## src/rtl/bitinv_pkg.sv

```systemverilog
package bitinv_pkg;
  typedef enum logic [2:0] {
    OP_ANDN = 3'd0,
    OP_ORN  = 3'd1,
    OP_XORN = 3'd2,
    OP_LDN  = 3'd3,
    OP_STCN = 3'd4,
    OP_STZN = 3'd5,
    OP_FLIP = 3'd6,
    OP_RSVD = 3'd7
  } bitinv_op_e;

  localparam int CCR_W = 8;
  localparam int C_POS = 0;
  localparam int V_POS = 1;
  localparam int Z_POS = 2;
  localparam int N_POS = 3;
endpackage

```

## src/rtl/bitinv_pick.sv

```systemverilog
module bitinv_pick #(
  parameter int DATA_W = 8,
  localparam int IDX_W = $clog2(DATA_W)
) (
  input  logic [DATA_W-1:0] data_i,
  input  logic [IDX_W-1:0]  idx_i,
  output logic [DATA_W-1:0] mask_o,
  output logic              bit_o
);
  for (genvar g = 0; g < DATA_W; g++) begin : g_mask
    assign mask_o[g] = (idx_i == IDX_W'(g));
  end

  assign bit_o = |(data_i & mask_o);

  always_comb begin
    assert ($onehot0(mask_o)) else $error("mask not one-hot");
  end
endmodule

```

## src/rtl/bitinv_alu.sv

```systemverilog
module bitinv_alu
  import bitinv_pkg::*;
#(
  parameter int DATA_W = 8,
  localparam int IDX_W = $clog2(DATA_W)
) (
  input  logic [2:0]        op_i,
  input  logic [IDX_W-1:0]  idx_i,
  input  logic [DATA_W-1:0] data_i,
  input  logic [CCR_W-1:0]  ccr_i,
  output logic [DATA_W-1:0] res_o,
  output logic              wb_o,
  output logic [CCR_W-1:0]  ccr_o
);
  logic [DATA_W-1:0] mask;
  logic              sel_bit;
  logic              nb, cf, zf;
  bitinv_op_e        op;

  bitinv_pick #(.DATA_W(DATA_W)) u_pick (
    .data_i (data_i),
    .idx_i  (idx_i),
    .mask_o (mask),
    .bit_o  (sel_bit)
  );

  assign op = bitinv_op_e'(op_i);
  assign nb = ~sel_bit;
  assign cf = ccr_i[C_POS];
  assign zf = ccr_i[Z_POS];

  always_comb begin
    res_o = data_i;
    wb_o  = 1'b0;
    ccr_o = ccr_i;
    case (op)
      OP_ANDN: ccr_o[C_POS] = cf & nb;
      OP_ORN:  ccr_o[C_POS] = cf | nb;
      OP_XORN: ccr_o[C_POS] = cf ^ nb;
      OP_LDN:  ccr_o[C_POS] = nb;
      OP_STCN: begin
        res_o = (data_i & ~mask) | (mask & {DATA_W{~cf}});
        wb_o  = 1'b1;
      end
      OP_STZN: begin
        res_o = (data_i & ~mask) | (mask & {DATA_W{~zf}});
        wb_o  = 1'b1;
      end
      OP_FLIP: begin
        res_o = data_i ^ mask;
        wb_o  = 1'b1;
      end
      default: ;
    endcase
  end

  // overflow, negative, zero never altered
  always_comb begin
    a_r9_vnz_kept: assert ((ccr_o[V_POS] == ccr_i[V_POS]) &&
                           (ccr_o[N_POS] == ccr_i[N_POS]) &&
                           (ccr_o[Z_POS] == ccr_i[Z_POS]))
      else $error("flag other than carry changed");
  end
endmodule

```

## src/rtl/bitinv_stage.sv

```systemverilog
module bitinv_stage #(
  parameter int W = 8
) (
  input  logic         clk_i,
  input  logic         rst_ni,
  input  logic         in_valid_i,
  output logic         in_ready_o,
  input  logic [W-1:0] d_i,
  output logic         out_valid_o,
  input  logic         out_ready_i,
  output logic [W-1:0] q_o
);
  logic         vld_q;
  logic [W-1:0] dat_q;

  assign in_ready_o  = ~vld_q | out_ready_i;
  assign out_valid_o = vld_q;
  assign q_o         = dat_q;

  always_ff @(posedge clk_i or negedge rst_ni) begin
    if (!rst_ni) begin
      vld_q <= 1'b0;
      dat_q <= '0;
    end else if (in_valid_i && in_ready_o) begin
      vld_q <= 1'b1;
      dat_q <= d_i;
    end else if (out_ready_i) begin
      vld_q <= 1'b0;
    end
  end

  // stalled result held
  a_r12_hold: assert property (@(posedge clk_i) disable iff (!rst_ni)
    (out_valid_o && !out_ready_i) |=> (out_valid_o && $stable(q_o)))
    else $error("stalled output changed");

  // accepted input visible next cycle
  a_r12_latency: assert property (@(posedge clk_i) disable iff (!rst_ni)
    (in_valid_i && in_ready_o) |=> (out_valid_o && q_o == $past(d_i)))
    else $error("accepted input not presented");
endmodule

```

## src/rtl/bitinv_unit.sv

```systemverilog
module bitinv_unit
  import bitinv_pkg::*;
#(
  parameter int DATA_W = 8,
  localparam int IDX_W = $clog2(DATA_W),
  localparam int PAY_W = DATA_W + 1 + CCR_W
) (
  input  logic              clk_i,
  input  logic              rst_ni,
  input  logic              in_valid_i,
  output logic              in_ready_o,
  input  logic [2:0]        op_i,
  input  logic [IDX_W-1:0]  idx_i,
  input  logic [DATA_W-1:0] data_i,
  input  logic [CCR_W-1:0]  ccr_i,
  output logic              out_valid_o,
  input  logic              out_ready_i,
  output logic [DATA_W-1:0] res_o,
  output logic              wb_o,
  output logic [CCR_W-1:0]  ccr_o
);
  logic [DATA_W-1:0] alu_res;
  logic              alu_wb;
  logic [CCR_W-1:0]  alu_ccr;
  logic [PAY_W-1:0]  pay_q;

  bitinv_alu #(.DATA_W(DATA_W)) u_alu (
    .op_i   (op_i),
    .idx_i  (idx_i),
    .data_i (data_i),
    .ccr_i  (ccr_i),
    .res_o  (alu_res),
    .wb_o   (alu_wb),
    .ccr_o  (alu_ccr)
  );

  bitinv_stage #(.W(PAY_W)) u_stage (
    .clk_i       (clk_i),
    .rst_ni      (rst_ni),
    .in_valid_i  (in_valid_i),
    .in_ready_o  (in_ready_o),
    .d_i         ({alu_res, alu_wb, alu_ccr}),
    .out_valid_o (out_valid_o),
    .out_ready_i (out_ready_i),
    .q_o         (pay_q)
  );

  assign {res_o, wb_o, ccr_o} = pay_q;

  logic acc;
  assign acc = in_valid_i && in_ready_o;

  // no write-back means operand returned unchanged
  a_r10_nowb_passthru: assert property (@(posedge clk_i) disable iff (!rst_ni)
    acc |=> (wb_o || res_o == $past(data_i)))
    else $error("result differs without write-back");

  // stores and toggle keep all flags
  a_r6_store_flags: assert property (@(posedge clk_i) disable iff (!rst_ni)
    (acc && op_i inside {3'd4, 3'd5, 3'd6}) |=> (wb_o && ccr_o == $past(ccr_i)))
    else $error("store/toggle changed flags");

  // toggle alters exactly one bit
  a_r8_one_bit: assert property (@(posedge clk_i) disable iff (!rst_ni)
    (acc && op_i == 3'd6) |=> ($countones(res_o ^ $past(data_i)) == 1))
    else $error("toggle did not flip one bit");

  // store touches only the selected bit
  a_r6_only_sel: assert property (@(posedge clk_i) disable iff (!rst_ni)
    (acc && op_i inside {3'd4, 3'd5}) |=>
      ($countones(res_o ^ $past(data_i)) <= 1))
    else $error("store touched other bits");

  // reserved code passes everything
  a_r11_reserved: assert property (@(posedge clk_i) disable iff (!rst_ni)
    (acc && op_i == 3'd7) |=> (!wb_o && ccr_o == $past(ccr_i)))
    else $error("reserved code not transparent");
endmodule

```

## config.mk

```make
export PLATFORM = sky130hd
export DESIGN_NAME = bitinv_unit
export DESIGN_NICKNAME = d
export VERILOG_FILES = /design/src/rtl/bitinv_pkg.sv /design/src/rtl/bitinv_pick.sv /design/src/rtl/bitinv_alu.sv /design/src/rtl/bitinv_stage.sv /design/src/rtl/bitinv_unit.sv
export SDC_FILE = /design/constraint.sdc
export NUM_CORES = 1
export LEC_CHECK = 0
export ABC_CLOCK_PERIOD_IN_PS = 3350
export CORE_ASPECT_RATIO = 1.25
export CORE_MARGIN = 3
export CORE_UTILIZATION = 47
export DETAILED_ROUTE_END_ITERATION = 12
export PLACE_DENSITY = 0.9
export SETUP_SLACK_MARGIN = 0.02
export SLEW_MARGIN = 20
export SYNTH_ARGS = -nofsm -noshare
export SYNTH_HDL_FRONTEND = slang
export SYNTH_SLANG_ARGS = --single-unit
```

## constraint.sdc

```tcl
create_clock -name clk_i -period 3.35 [get_ports clk_i]
set_clock_uncertainty 0.05 [all_clocks]
set_input_delay 0.67 -clock clk_i [delete_from_list [all_inputs] [get_ports clk_i]]
set_output_delay 0.67 -clock clk_i [all_outputs]
set_load 0.01 [all_outputs]
```

==> summary.txt <==
Logic synthesis
  • Synth Cell Area: 1190 um2
  • Area share of the leading cell type in the synthesized netlist: 38.0%
  • Count leader, synth: nand2_1
  • Mapped Cells: 128
  • Synth Area per Inst: 9.27 um2
  • Post-synth EDFFs: 0
  • Synthesized Nets: 163
  • Largest area contributor in the netlist: dfrtp_1
  • Yosys Warn Count: 0
  • Async S/R FF share, synth: 100%
  • Post-synthesis sequential area ratio: 38.0%
  • Synth cell types: 31
  • Commonest cells in the netlist: nand2_1, dfrtp_1, a21oi_1, ha_1, nor2_1
  • Main synth FF type: dfrtp_1
  • Register bit total from synthesis: 18
  • Synth area leaders: dfrtp_1, ha_1, nand2_1

Worst setup path
  • Worst path arrival time: 2.93 ns
  • R2r setup slk: 1.97 ns
  • CP peak stage delay: 0.58 ns
  • Worst setup SP type: input port
  • RR Startpoint: u_stage.out_valid_o
  • CP max FO: 8
  • Cells along the critical path: clkdlybuf4s50_1 -> and3b_1 -> ha_1 -> nor4_1 -> nand2_1 -> ha_1 -> a221oi_1 -> o21ai_0 -> a22o_1
  • WP data required: 3.49 ns
  • Crit end category: flip-flop
  • Critical Path Start: idx_i[1]
  • Crit path top cell by count: ha_1
  • Crit path max-delay cell type: clkdlybuf4s50_1
  • Worst Reg-to-Reg Cells: 4
  • Reg2reg end: u_stage.q_o[9]
  • Crit path kind: in -> reg

STA
  • Final TNS setup: 0 ns
  • Tmin final: 2.79 ns
  • Slew Viols, Final: 0
  • Max transition margin: 48.7%
  • Worst-Margin Slew: 0.767 ns
  • # setup viols final: 0
  • Fin crit share: 83.2%
  • Hold violation count in the final report: 0
  • Peak Freq: 359 MHz
  • RSZ-0062 raised after global routing: false

Drt
  • Vias: 1106
  • Remaining DRCs: 0
  • Detailed Route Iter0 Violations: 48
  • WL/cell: 14.7 um
  • WL met2: 1480 um
  • Metal-1 WL: 1160 um
  • Via/cell ratio: 5.56
  • WL final: 2920 um
  • Post-route ant nets: 0
  • First-pass DRT Iterations: 4
  • Top routing layer used: met4
  • Met3 Wirelength: 219 um

Final layout
  • Layout cells sized above 1: 4.17%
  • Layout Utilization: 70.8%
  • # nets final: 205
  • Post-Layout Cell Count: 199
  • Area grow syn2layout: 37.6%
  • Ant. Diodes: 0

Job
  • MaxCap Viol Count: 0

Outcome
  • Status: complete, no violations

Die
  • Starting Density: 51.4%
  • Row cnt: 19
  • Die width: 50.9 um
  • Io pins: 45
  • Die area: 3170 um2
  • Die height: 62.2 um
  • Core ar.: 2310 um2

Placed design
  • Post-DP HPWL: 2320 um
  • Placed cells: 196
  • Global placement routability congestion: 0.837
  • Buffers on Ports: 44

Clock tree
  • H-Tree Level Count: 1
  • Number of buffers created by CTS: 3
  • Clk sink count: 18
  • Clk root buf: clkbuf_4
  • Post-CTS sizing: 0
  • Reg clk slew, reported paths: 0.09 ns
  • CTS tree: built
  • Worst skew pair latency: 0.29 ns
  • Setup repair bufs after CTS: 0
  • CTS max path bufs: 2
  • # hold bufs at CTS: 0

Pwr
  • PwrDens: 355 nW/um2
  • Static leakage: 0.713 nW
  • Peak VDD IR: 0.000206 V

GRT
  • Largest net degree at the start of global routing: 22
  • First-pass GRT wire length: 5060 um
  • GRT Resource Usage Total: 20.4%
  • Initial antenna violation count: 0
  • Gr ovfl total: 0
  • Number of global-route vias before repair: 1139

Min path
  • Hold endpoint: u_stage.q_o[4]
  • Worst hold path startpoint: u_stage.q_o[4]
  • Hold Crit Depth: 2
  • HP Class: reg -> reg
[stage by stage]
step / instance area (um2) / hold WS [ns] / total power [mW] / worst slack (ns)
final: 1630 / 0.431 / 0.580 / 0.562
after global routing: 1630 / 0.477 / 0.616 / 0.363
after CTS: 1630 / 0.434 / 0.583 / 0.574
after detailed placement: 1610 / 0.412 / 0.482 / 0.266
after global placement: 1610 / 0.407 / 0.473 / 0.366
after floorplan: 1190 / 0.324 / 0.363 / 1.03
[metal layers]
layer  vias up  GRT usage [%]
met5         -              0
met4         0           9.76
met3         4           3.83
met2        47           34.7
met1       506           24.0
li1        549              -
[sequential cells by signal (all words and copies together) (netlist names)]
name                 flops
u_stage.q_o             17
u_stage.out_valid_o      1
[power breakdown]
| part | leakage, nW | internal [mW] | total, mW | switching, mW |
|---|---|---|---|---|
| combinational | 0.488 | 0.116 | 0.212 | 0.0951 |
| clock | 0.0138 | 0.0419 | 0.104 | 0.0617 |
| sequential | 0.211 | 0.248 | 0.264 | 0.0166 |
[cells by family after synthesis]
group,share of synthesized area [%]
compound gates,21.3
fa+ha+maj,9.49
flops,38.0
simple gates,25.2
buf+inv,6.01
[how the worst max path moves through the flow]
| stage | depth (start not counted) | to | slack (ns) |
|---|---|---|---|
| floorplan | 8 | u_stage.q_o[0] | 1.03 |
| global placement | 9 | u_stage.q_o[0] | 0.37 |
| detailed placement | 9 | u_stage.q_o[0] | 0.27 |
| CTS | 9 | u_stage.q_o[0] | 0.57 |
| global route | 9 | u_stage.q_o[0] | 0.36 |
| finish | 9 | u_stage.q_o[0] | 0.56 |
[placed cells by master, fill, tap and decap left out, drive strengths merged, types with 4 or more instances in the layout]
cell           synthesis  routed
o2bb2ai                5       5
ha                     9       9
nand2                 24      24
nor3b                  4       4
a21oi                 11      11
clkdlybuf4s50          0      44
nand2b                 8       8
inv                    4       4
a222oi                 6       6
nor2                   9       9
dfrtp                 18      18
[critical path: cells and delay by family]
| family | cells | cell delay [ns] |
|---|---|---|
| buf+inv | 1 | 0.58 |
| fa+ha+maj | 2 | 0.46 |
| compound gates | 3 | 0.58 |
| simple gates | 3 | 0.62 |
[area by class of cell]
class                   count  area, um2
fillers                   186        674
inverters                   4       15.0
clock buffers               3       22.5
flip-flops and latches     18        450
repair buffers             44        440
well taps                  31       38.8
multi-input cells          99        664
(Power assumes the default switching activity.)
